<file path="config.mk">
export PLATFORM = sky130hd
export DESIGN_NAME = irqrt_matrix
export DESIGN_NICKNAME = d
export VERILOG_FILES = /design/src/rtl/irqrt_pkg.sv /design/src/rtl/irqrt_cfg_regs.sv /design/src/rtl/irqrt_slot_sel.sv /design/src/rtl/irqrt_matrix.sv
export SDC_FILE = /design/constraint.sdc
export NUM_CORES = 1
export LEC_CHECK = 0
export BUFFER_PORTS_ARGS = -buffer_cell sky130_fd_sc_hd__buf_4
export CORE_ASPECT_RATIO = 1.2
export CORE_MARGIN = 3
export CORE_UTILIZATION = 55
export CTS_BUF_LIST = sky130_fd_sc_hd__clkbuf_16
export CTS_CLUSTER_DIAMETER = 80
export DETAILED_ROUTE_END_ITERATION = 8
export GPL_ROUTABILITY_DRIVEN = 0
export HOLD_SLACK_MARGIN = 0.05
export PLACE_DENSITY = 0.74
export SYNTH_ARGS = -nofsm -noshare
export SYNTH_HDL_FRONTEND = slang
export SYNTH_HIERARCHICAL = 1
export SYNTH_SLANG_ARGS = --single-unit
export TNS_END_PERCENT = 1
</file>
<file path="constraint.sdc">
create_clock -name clk -period 4.4 [get_ports clk]
set_clock_uncertainty 0.1 [all_clocks]
set_input_delay 0.22 -clock clk [delete_from_list [all_inputs] [get_ports clk]]
set_output_delay 0.22 -clock clk [all_outputs]
set_load 0.02 [all_outputs]
</file>
<file path="src/rtl/irqrt_pkg.sv">
package irqrt_pkg;

    localparam int           IDX_W      = 8;
    localparam int           FRAME_W    = 6;
    localparam logic [7:0]   SLOT_BASE  = 8'h40;
    localparam logic [7:0]   MODE_IDX   = 8'h24;
    localparam int           EN_BIT     = 2;
    localparam logic [7:0]   ROUTE_OFF  = 8'hFF;
    localparam logic [7:0]   UNMAPPED_RD = 8'hFF;

    // Default source population: 23 device numbers (00h..16h)
    localparam int           DEF_DEVS   = 23;
    localparam logic [22:0]  DEF_IMPL   = 23'h001E9B;
    localparam logic [22:0]  DEF_DUAL   = 23'h000203;

    typedef struct packed {
        logic               sel;    // bit 7: second line
        logic               dev;    // bit 6: disable when set
        logic [FRAME_W-1:0] frame;  // bits 5:0: source number
    } route_t;

    function automatic logic [7:0] mode_readback(logic en);
        logic [7:0] v;
        v = '0;
        v[EN_BIT] = en;
        return v;
    endfunction

endpackage

</file>
<file path="src/rtl/irqrt_cfg_regs.sv">
module irqrt_cfg_regs
    import irqrt_pkg::*;
#(
    parameter int SLOTS = 16
) (
    input  logic             clk,
    input  logic             rst,
    input  logic             cfg_we,
    input  logic [IDX_W-1:0] cfg_idx,
    input  logic [7:0]       cfg_wdata,
    output logic [7:0]       cfg_rdata,
    output route_t           route_o [SLOTS],
    output logic             mode_en_o
);

    logic [SLOTS-1:0] hit;
    logic             mode_hit;
    route_t           route_q [SLOTS];
    logic             en_q;

    assign mode_hit = (cfg_idx == MODE_IDX);

    generate
        for (genvar s = 0; s < SLOTS; s++) begin : g_slot
            assign hit[s] = (cfg_idx == IDX_W'(int'(SLOT_BASE) + s));

            always_ff @(posedge clk) begin
                if (rst)
                    route_q[s] <= route_t'(ROUTE_OFF);
                else if (cfg_we && hit[s])
                    route_q[s] <= route_t'(cfg_wdata);
            end

            assign route_o[s] = route_q[s];


            rst_val_chk: assert property (@(posedge clk) disable iff (rst)
                $past(rst) |-> route_q[s] == route_t'(ROUTE_OFF));


            wr_take_chk: assert property (@(posedge clk) disable iff (rst)
                (cfg_we && hit[s]) |=> route_q[s] == route_t'($past(cfg_wdata)));


            wr_keep_chk: assert property (@(posedge clk) disable iff (rst)
                (cfg_we && !hit[s]) |=> $stable(route_q[s]));
        end
    endgenerate

    always_ff @(posedge clk) begin
        if (rst)
            en_q <= 1'b1;
        else if (cfg_we && mode_hit)
            en_q <= cfg_wdata[EN_BIT];
    end

    assign mode_en_o = en_q;

    always_comb begin
        cfg_rdata = UNMAPPED_RD;
        if (mode_hit)
            cfg_rdata = mode_readback(en_q);
        for (int s = 0; s < SLOTS; s++) begin
            if (hit[s])
                cfg_rdata = route_q[s];
        end
    end

endmodule

</file>
<file path="src/rtl/irqrt_slot_sel.sv">
module irqrt_slot_sel
    import irqrt_pkg::*;
#(
    parameter int              DEVS = DEF_DEVS,
    parameter logic [DEVS-1:0] IMPL = DEF_IMPL,
    parameter logic [DEVS-1:0] DUAL = DEF_DUAL
) (
    input  route_t            route,
    input  logic [2*DEVS-1:0] src,
    output logic              lvl
);

    always_comb begin
        lvl = 1'b0;
        if (!route.dev) begin
            for (int d = 0; d < DEVS; d++) begin
                if (route.frame == FRAME_W'(d) && IMPL[d]) begin
                    if (route.sel)
                        lvl = DUAL[d] & src[2*d+1];
                    else
                        lvl = src[2*d];
                end
            end
        end
    end

endmodule

</file>
<file path="src/rtl/irqrt_matrix.sv">
module irqrt_matrix
    import irqrt_pkg::*;
#(
    parameter int              SLOTS = 16,
    parameter int              DEVS  = DEF_DEVS,
    parameter logic [DEVS-1:0] IMPL  = DEF_IMPL,
    parameter logic [DEVS-1:0] DUAL  = DEF_DUAL
) (
    input  logic              clk,
    input  logic              rst,
    input  logic              cfg_we,
    input  logic [7:0]        cfg_idx,
    input  logic [7:0]        cfg_wdata,
    output logic [7:0]        cfg_rdata,
    input  logic [2*DEVS-1:0] src_lvl,
    output logic [SLOTS-1:0]  irq_out
);

    route_t           route [SLOTS];
    logic             mode_en;
    logic [SLOTS-1:0] slot_lvl;
    logic [SLOTS-1:0] irq_q;

    irqrt_cfg_regs #(.SLOTS(SLOTS)) u_regs (
        .clk       (clk),
        .rst       (rst),
        .cfg_we    (cfg_we),
        .cfg_idx   (cfg_idx),
        .cfg_wdata (cfg_wdata),
        .cfg_rdata (cfg_rdata),
        .route_o   (route),
        .mode_en_o (mode_en)
    );

    generate
        for (genvar s = 0; s < SLOTS; s++) begin : g_sel
            irqrt_slot_sel #(.DEVS(DEVS), .IMPL(IMPL), .DUAL(DUAL)) u_sel (
                .route (route[s]),
                .src   (src_lvl),
                .lvl   (slot_lvl[s])
            );


            dev_off_chk: assert property (@(posedge clk) disable iff (rst)
                route[s].dev |=> !irq_out[s]);
        end
    endgenerate

    always_ff @(posedge clk) begin
        if (rst)
            irq_q <= '0;
        else
            irq_q <= mode_en ? slot_lvl : '0;
    end

    assign irq_out = irq_q;


    gen_off_chk: assert property (@(posedge clk) disable iff (rst)
        !mode_en |=> irq_out == '0);


    src_hold_chk: assert property (@(posedge clk) disable iff (rst)
        ($stable(src_lvl) && !cfg_we && $past(!cfg_we)) |=> $stable(irq_out));

endmodule

</file>
-- After elaboration in Yosys (flattened, before gate mapping)
Memory sizes are Yosys's and may differ from the RTL's.
Cells that the tools add are included.
- memory bits (writable): 128
- bits of input ports: 65
- bits in registers: 17
- logic and storage cells: 600
- output and inout bits: 24
- memories kept: 1
- memories (name ; depth ; width ; read ports ; clocked after memory_dff ; write ports ; RTL line ; source):
    u_regs.route_q ; 16 ; 8 ; 16 ; 0 ; 16 ; irqrt_cfg_regs.sv:18 ; route_t route_q [SLOTS];
- bitwise logic cells: 17
- reduce and logical (&&, ||, !) cells: 49
- muxes and demuxes: 371
- eq/ne operators: 145
- operators with widths (cell ; count):
    == test 6 x 4 -> 1 bit (second input constant) ; 64
    2-to-1 mux 1 bit ; 338
    2-to-1 mux 8 bit ; 33
    == test 6 x 3 -> 1 bit (second input constant) ; 32
    == test 8 x 7 -> 1 bit (second input constant) ; 16
    == test 6 x 1 -> 1 bit (second input constant) ; 16
    == test 6 x 2 -> 1 bit (second input constant) ; 16
    logical NOT 6 bit ; 16
    OR reduction 3 bit ; 16
    logical AND 1 bit ; 17
    OR 1 bit ; 16
    == test 8 x 6 -> 1 bit (second input constant) ; 1
    inverter 1 bit ; 1

-- Depth between registers and ports, before layout
Gate-level depths: netlist of run 1.
- word-level depth: 18
- gate-level depth with buffers: 8
- mapped depth without buffers: 6

-- Cells and area by module
The synthesis of run 1 kept the hierarchy.
- modules (own cells, without submodules) (module ; area an instance (µm²) ; times used ; sequential area each (µm²) ; cells an instance):
    irqrt_cfg_regs ; 6506.2 ; 1 ; 3863.7 ; 547
    irqrt_slot_sel ; 225.2 ; 16 ; 0.0 ; 32
    irqrt_matrix ; 490.5 ; 1 ; 320.3 ; 34

-- Worst setup path before layout of run 1
OpenSTA, ideal clock, no wires.
- kind: input port to flip-flop
- start: input port cfg_idx[3]
- end: memory u_regs/route_q[1][48] (netlist name) (enable)
- arrival: 2.190 ns
- slack: 1.724 ns
- required time: 3.913 ns
- stages: 7
- buffers on the path: 4
- path through: clkbuf_1 -> and2_0 -> clkbuf_1 -> nand2_1 -> clkbuf_1 -> clkbuf_1 -> o31ai_1
- RTL lines (element ; RTL line ; source):
    start, declared ; irqrt_matrix.sv:12 ; input logic [7:0] cfg_idx,
    end, declared ; irqrt_cfg_regs.sv:18 ;

-- Worst setup path in the final report of run 1
- start: input port cfg_idx[5]
- end: output port cfg_rdata[7]
- longest elaborated chain between the ends: 18
- elaborated cells on any way between the ends: 34
- classes of those cells: eq/ne: 17; mux: 17
- ends and longest elaborated chain (element ; RTL line ; source):
    == test 8 x 6 -> 1 bit ; irqrt_cfg_regs.sv:21 ; assign mode_hit = (cfg_idx == MODE_IDX);
    2-to-1 mux 8 bit ; irqrt_cfg_regs.sv:61 ; if (mode_hit)
    2-to-1 mux 8 bit (15 in a row) ; irqrt_cfg_regs.sv:64 ; if (hit[s])
    2-to-1 mux 8 bit (*) ; irqrt_cfg_regs.sv:64 ;
    end, declared ; irqrt_matrix.sv:14 ; output logic [7:0] cfg_rdata,
Every way passes the cells marked *; elsewhere a longest branch is shown, timed or not.

==> results.txt, run 1 <==
synth unique cells: 66
CP arrival: 2.73 ns
fin area: 0.0114 mm²
Post-synth EDFFs: 128
post-synth net total: 1158
Final min period: 3.05 ns
asr flop ratio synth: 0%
mux share of post-synthesis cell area: 6.39%
drt via density: 6.82
RR Startpoint: u_regs/route_q[1][49]
Final setup viols: 0
placed cell area: 0.0108 mm²
Worst Setup SP: cfg_idx[5]
crit start category: input port
core box area: 0.0189 mm²
Post-DRT Antenna Nets: 0
share of layout cells above drive strength 1: 21.3%
post-DP HPWL: 21300 µm
Starting DRT DRC Count: 1151
Max rail drop VDD: 0.242 mV
synth top area cells: edfxtp_1, o21ai_0, mux2i_1
routed wire length: 33300 µm
drt pass-1 iters: 5
die height: 158 µm
GRT Resource Usage Total: 31.5%
WHS: 0.126 ns
Final period util: 69.3%
most common library cell in the layout ignoring fill and taps: edfxtp_1
final global-route overflow total: 0
worst reg2reg path depth: 5
Crit Path Max Fanout: 28
DRC: 0
run status: complete, no violations
synthesized cell area: 0.0106 mm²
Tot Pwr: 3560 µW
Ports: 89
Max H-tree Level: 4
Antenna diodes: 0
Max Slew Vio Count: 0
max-slew headroom at the worst pin: 9.92%
vias in the first global route: 8453
Cell Count, Final, Fillers Out: 1349
Synth Area in Simple Gates: 26.9%
setup bufs post-CTS: 0
WL per Instance: 24.7 µm
Adder-Cell Fraction of Synth Area: 0%
port bufs: 54
Starting Density: 56.0%
commonest non-fill, non-tap cells in the layout: edfxtp_1, o21ai_0, or2_2
nets: 1145
Rows: 55
synth warn: 6
#FFs+latches synth: 145
first-pass GRT wire length: 49900 µm
largest family of logic cells by synthesized area: simple AND/OR/NAND/NOR gates
Highest Clock Rate: 328 MHz
total die area: 0.0210 mm²
worst hold start: cfg_idx[6]
Worst Hold Class: in -> reg
ys flop type: edfxtp_1
largest net degree at the start of global routing: 51
Synth Instances: 1093
Clock Latency Late Sink: 0.42 ns
CTS tree: built
area fraction of the dominant cell type after synthesis: 36.3%
area leader, netlist: edfxtp_1
initial antenna violation count: 0
flop-to-flop setup slack: 2.40 ns
Worst EP required: 4.08 ns
Clock Tree Root: clkbuf_16
Die X: 133 µm
Setup TNS: 0 ns
pwr/cell area: 313 mW/mm²
XOR/XNOR Fraction of Synth Area: 0%
Longest Clk Path Bufs: 2
average cell area after synthesis: 9.70 µm²
Crit. End Element: output pin
end of the worst register-to-register path: irq_out[14]
RSZ-0062 raised after global routing: false
sequential share of the synthesized area: 39.5%
critical path class: in -> out
Maximum Capacitance Violations: 0
area grow syn2layout: 7.34%
post-synthesis compound-gate area fraction: 20.4%
hold-critical path depth: 3
Hold Crit Endpoint: u_regs/mode_en_o
placed cells: 1317
CTS sink cnt: 145
PostCTS Resize Cnt: 0
hold buffer count at cts: 0
Final Hold Fails: 0
Least-Margin Pin Slew: 1.34 ns
vias post-DR: 9194
leakage power: 0.00380 µW
CTS Buf Count: 17
Clock transition at path regs: 0.06 ns
[metal layers]
layer	global-route usage [%]	share of wire, %	up-vias
met1	40.1	38	4382
met3	4.86	8.7	164
met4	19.7	6.5	0
li1	-	-	4097
met2	50.7	46	551
met5	0	0	-
[report_power, final]
| part | total, µW | switching [µW] | leakage [µW] | internal [µW] |
|---|---|---|---|---|
| combinational | 463 | 280 | 0.00209 | 183 |
| sequential | 1690 | 129 | 0.00143 | 1560 |
| clock | 1410 | 579 | 0.000281 | 830 |
[worst max path at each step]
stage | to | cells after the start
floorplan | u_regs/route_q[1][48] | 7
global placement | u_regs/route_q[1][32] | 5
detailed placement | u_regs/route_q[1][47] | 5
CTS | cfg_rdata[7] | 8
global route | cfg_rdata[7] | 8
finish | cfg_rdata[7] | 8
[final cells by class]
| type | count | area, µm² |
|---|---|---|
| clock buffers | 17 | 425 |
| clock inverters | 15 | 149 |
| fillers | 1588 | 7550 |
| inverters | 37 | 139 |
| multi-input cells | 817 | 5700 |
| flip-flops and latches | 145 | 4180 |
| well taps | 256 | 320 |
| repair buffers | 62 | 465 |
[Yosys cell counts (8+ instances only)]
master	instances
a2111oi_2	16
a211o_1	18
a21oi_1	23
a221oi_2	16
a22oi_1	11
a31oi_1	9
and3b_1	10
buf_2	21
buf_4	16
buf_6	19
clkbuf_1	37
dfxtp_1	17
edfxtp_1	128
inv_1	37
mux2i_1	53
nand2_1	23
nand2b_1	49
nand3_1	45
nand4_1	20
nor2_1	53
nor2b_1	37
nor2b_2	16
nor3_1	25
nor3b_1	53
o21ai_0	110
o21bai_1	16
o221ai_1	20
o22ai_1	9
o31ai_1	8
or2_2	70
or3_1	31
[worst max-delay path, stage by stage]
cell and delay, ns:
buf_4 0.14, nor4b_4 0.35, buf_4 0.28, nand2_1 0.56
o221ai_1 0.49, o211ai_1 0.19, a41o_1 0.31, buf_4 0.17
[state kept, by name, indices dropped and copies added, names as in the netlist]
register,flops
u_regs/route_q,128
irq_out,16
u_regs/mode_en_o,1
[cells by family after synthesis]
logic type | count (synthesis)
compound gates | 292
flops | 145
simple gates | 464
mux | 61
buf+inv | 131
[through the flow]
step / util (%) / setup slack [ns]
3_5_place_dp: 57.1 / 1.30
5_1_grt: 60.1 / 1.21
2_1_floorplan: - / 1.72
6_report: 60.1 / 1.35
4_1_cts: 60.1 / 1.43
3_3_place_gp: 57.1 / 1.37
No activity file was read; power rests on OpenSTA's default activity.
==> run 2: changes to the inputs <==
--- a/config.mk
+++ b/config.mk
@@ -5,6 +5,7 @@
 export SDC_FILE = /design/constraint.sdc
 export NUM_CORES = 1
 export LEC_CHECK = 0
+export ABC_AREA = 1
 export BUFFER_PORTS_ARGS = -buffer_cell sky130_fd_sc_hd__buf_4
 export CORE_ASPECT_RATIO = 1.2
 export CORE_MARGIN = 3
@@ -14,7 +15,7 @@
 export DETAILED_ROUTE_END_ITERATION = 8
 export GPL_ROUTABILITY_DRIVEN = 0
 export HOLD_SLACK_MARGIN = 0.05
-export PLACE_DENSITY = 0.74
+export PLACE_DENSITY = 0.77
 export SYNTH_ARGS = -nofsm -noshare
 export SYNTH_HDL_FRONTEND = slang
 export SYNTH_HIERARCHICAL = 1
==> constraint.sdc (replaced) <==
create_clock -name clk -period 2.6 [get_ports clk]
set_clock_uncertainty 0.1 [all_clocks]
set_input_delay 0.13 -clock clk [delete_from_list [all_inputs] [get_ports clk]]
set_output_delay 0.13 -clock clk [all_outputs]
set_load 0.02 [all_outputs]
==> results.txt, run 2 <==
max-slew headroom at the worst pin: 33.3% (+23 points)
Clock transition at path regs: 0.06 ns (about the same)
Max Slew Vio Count: 0 (unchanged)
Max H-tree Level: 4 (unchanged)
asr flop ratio synth: 0% (unchanged)
most common library cell in the layout ignoring fill and taps: nand2_1
nets: 1729 (+51%)
Clock Latency Late Sink: 0.43 ns (about the same)
Worst EP required: 2.37 ns (-1.71 ns)
area leader, netlist: edfxtp_1
DRC: 0 (unchanged)
average cell area after synthesis: 6.83 µm² (-30%)
GRT Resource Usage Total: 29.8% (-1.6 points)
Crit Path Max Fanout: 7 (-75%)
placed cells: 1890 (+44%)
CP arrival: 2.33 ns (-0.40 ns)
Starting Density: 56.3% (+0.26 points)
Synth Instances: 1559 (+43%)
die height: 158 µm (+0.23%)
critical path class: reg -> out
WL per Instance: 16.5 µm (-33%)
run status: complete, no violations
drt pass-1 iters: 5 (unchanged)
share of layout cells above drive strength 1: 22.5% (+1.2 points)
max FFs per register: 128 (unchanged)
Buffers & Inverters on Critical Path: 1 (-2)
CTS Buf Count: 17 (unchanged)
synthesized cell area: 0.0107 mm² (+0.47%)
sequential share of the synthesized area: 39.3% (-0.19 points)
hold buffer count at cts: 0 (unchanged)
Critical Path, Cell by Cell: nand3_1 > nand2_1 > nand3_1 > nor2_1 > nand3_1 > nand2_1 > nand4_1 > nor2_2 > nand3_1 > nand2_1 > nand2_1 > nand2_1 > buf_4
crit start category: flop
ys flop type: edfxtp_1
Crit. End Element: output pin
Clock Tree Root: clkbuf_16
synth warn: 6 (unchanged)
Antenna diodes: 0 (unchanged)
drt via density: 5.52 (-19%)
port bufs: 54 (unchanged)
synth unique cells: 29 (-56%)
Die X: 133 µm (+0.23%)
Final setup viols: 0 (unchanged)
CP max stage delay: 0.47 ns (-0.09 ns)
largest net degree at the start of global routing: 31 (-39%)
first-pass GRT wire length: 48700 µm (-2.4%)
Final period util: 98.6%
Top reg by flops: u_regs/route_q
Longest Clk Path Bufs: 2 (unchanged)
synth top area cells: edfxtp_1, nand2_1, inv_1
leakage power: 0.00557 µW (+47%)
pwr/cell area: 502 mW/mm² (+60%)
#FFs+latches synth: 145 (unchanged)
vias in the first global route: 9570 (+13%)
count leader, synth: nand2_1
Worst Hold Class: in -> reg
core box area: 0.0189 mm² (unchanged)
Starting DRT DRC Count: 881 (-23%)
placed cell area: 0.0116 mm² (+7.3%)
Final Hold Fails: 0 (unchanged)
area fraction of the dominant cell type after synthesis: 36.1% (-0.17 points)
Post-DRT Antenna Nets: 0 (unchanged)
CTS sink cnt: 145 (unchanged)
most frequent CP cell: nand2_1
Tot Pwr: 6190 µW (+74%)
Maximum Capacitance Violations: 0 (unchanged)
slowest CP cell: edfxtp_1
Final min period: 2.56 ns
fin area: 0.0123 mm² (+8.3%)
post-synth net total: 1624 (+40%)
commonest non-fill, non-tap cells in the layout: nand2_1, inv_1, edfxtp_1
Highest Clock Rate: 390 MHz
vias post-DR: 10664 (+16%)
Least-Margin Pin Slew: 1.00 ns (-0.338 ns)
Ports: 89 (unchanged)
area grow syn2layout: 15.7%
final global-route overflow total: 0 (unchanged)
Cell Count, Final, Fillers Out: 1933 (+43%)
initial antenna violation count: 0 (unchanged)
delay-heaviest family, CP: simple AND/OR/NAND/NOR gates
CTS tree: built
Final Util: 65.1% (+5.0 points)
most instantiated cells after synthesis: nand2_1, inv_1, edfxtp_1, nor2_1, nand3_1
post-DP HPWL: 21100 µm (-1.1%)
Max rail drop VDD: 0.459 mV (+90%)
Post-synth EDFFs: 128 (unchanged)
routed wire length: 31800 µm (-4.4%)
RSZ-0062 raised after global routing: true
total die area: 0.0211 mm² (+0.45%)
Rows: 55 (unchanged)
[run 2: changes by cell type after synthesis, sizes merged, moves of 52 or more]
| cell | change |
|---|---|
| buf | -52 |
| inv | +200 |
| mux2i | -53 |
| nand2 | +555 |
| nand3 | +59 |
| nor2 | +129 |
| nor2b | -53 |
| nor3b | -53 |
| o21ai | -68 |
[run 2: metal layers]
layer / vias up / track usage (%) / routed length [µm] / part of all wire (%)
li1: 5189 / - / - / -
met5: - / 0 / 0 / 0
met2: 555 / 50.2 / 15000 / 47
met1: 4782 / 36.7 / 12300 / 39
met3: 138 / 5.09 / 3000 / 9.4
met4: 0 / 16.6 / 1620 / 5.1
[run 2: final cells by class]
| cell class | instances | area (µm²) |
|---|---|---|
| fill | 1639 | 6610 |
| multi-input combinational | 1157 | 5500 |
| sequential | 145 | 4180 |
| inverter | 240 | 901 |
| timing repair buffer | 103 | 786 |
| clock buffer | 17 | 425 |
| tap | 256 | 320 |
| clock inverter | 15 | 201 |
[run 2: worst paths after layout]
| kind | start | depth (start not counted) | slack (ns) | end |
|---|---|---|---|---|
| max | u_regs/route_q[0][0] | 13 | 0.04 | cfg_rdata[0] |
| max reg2reg | u_regs/route_q[1][53] | 10 | 0.89 | irq_out[14] |
| min reg2reg | u_regs/route_q[1][62] | 4 | 0.50 | irq_out[15] |
| min | cfg_wdata[0] | 4 | 0.15 | u_regs/route_q[0][0] |
[run 2: metrics by stage]
step	TNS [ns]	hold WS [ns]	setup WS, ns
after floorplan	0	0.236	0.587
after global placement	0	0.441	0.164
after detailed placement	0	0.440	0.109
after CTS	0	0.115	0.0155
after global routing	-0.0565	0.133	-0.0386
final	0	0.147	0.0357
[run 2: power breakdown]
group          internal, µW  total (µW)  switching (µW)
combinational           246         772             527
sequential             2640        2780             140
clock                  1680        2630             954
total                  4570        6190            1620
[run 2: worst reg2reg max path, stage by stage (launching register included)]
cell and delay, ns:
edfxtp_1 0.43, nor2_2 0.19, inv_1 0.07, nor2_2 0.15, and3_2 0.21, nor2_1 0.05, nand2_1 0.07, nand2_1 0.07
a21oi_2 0.13, inv_1 0.05, nor2_1 0.12
[run 2: logic make-up after synthesis]
logic type / synth area share (%)
flops: 39.3
simple gates: 45.5
compound gates: 5.86
buf+inv: 9.30
[run 2: timing repair]
action                     in CTS  in global routing
cloned                          0                  1
setup endpoints to repair       1                  6
buffers inserted                1                  9
pin swaps                       0                  1
resized for setup               0                  5
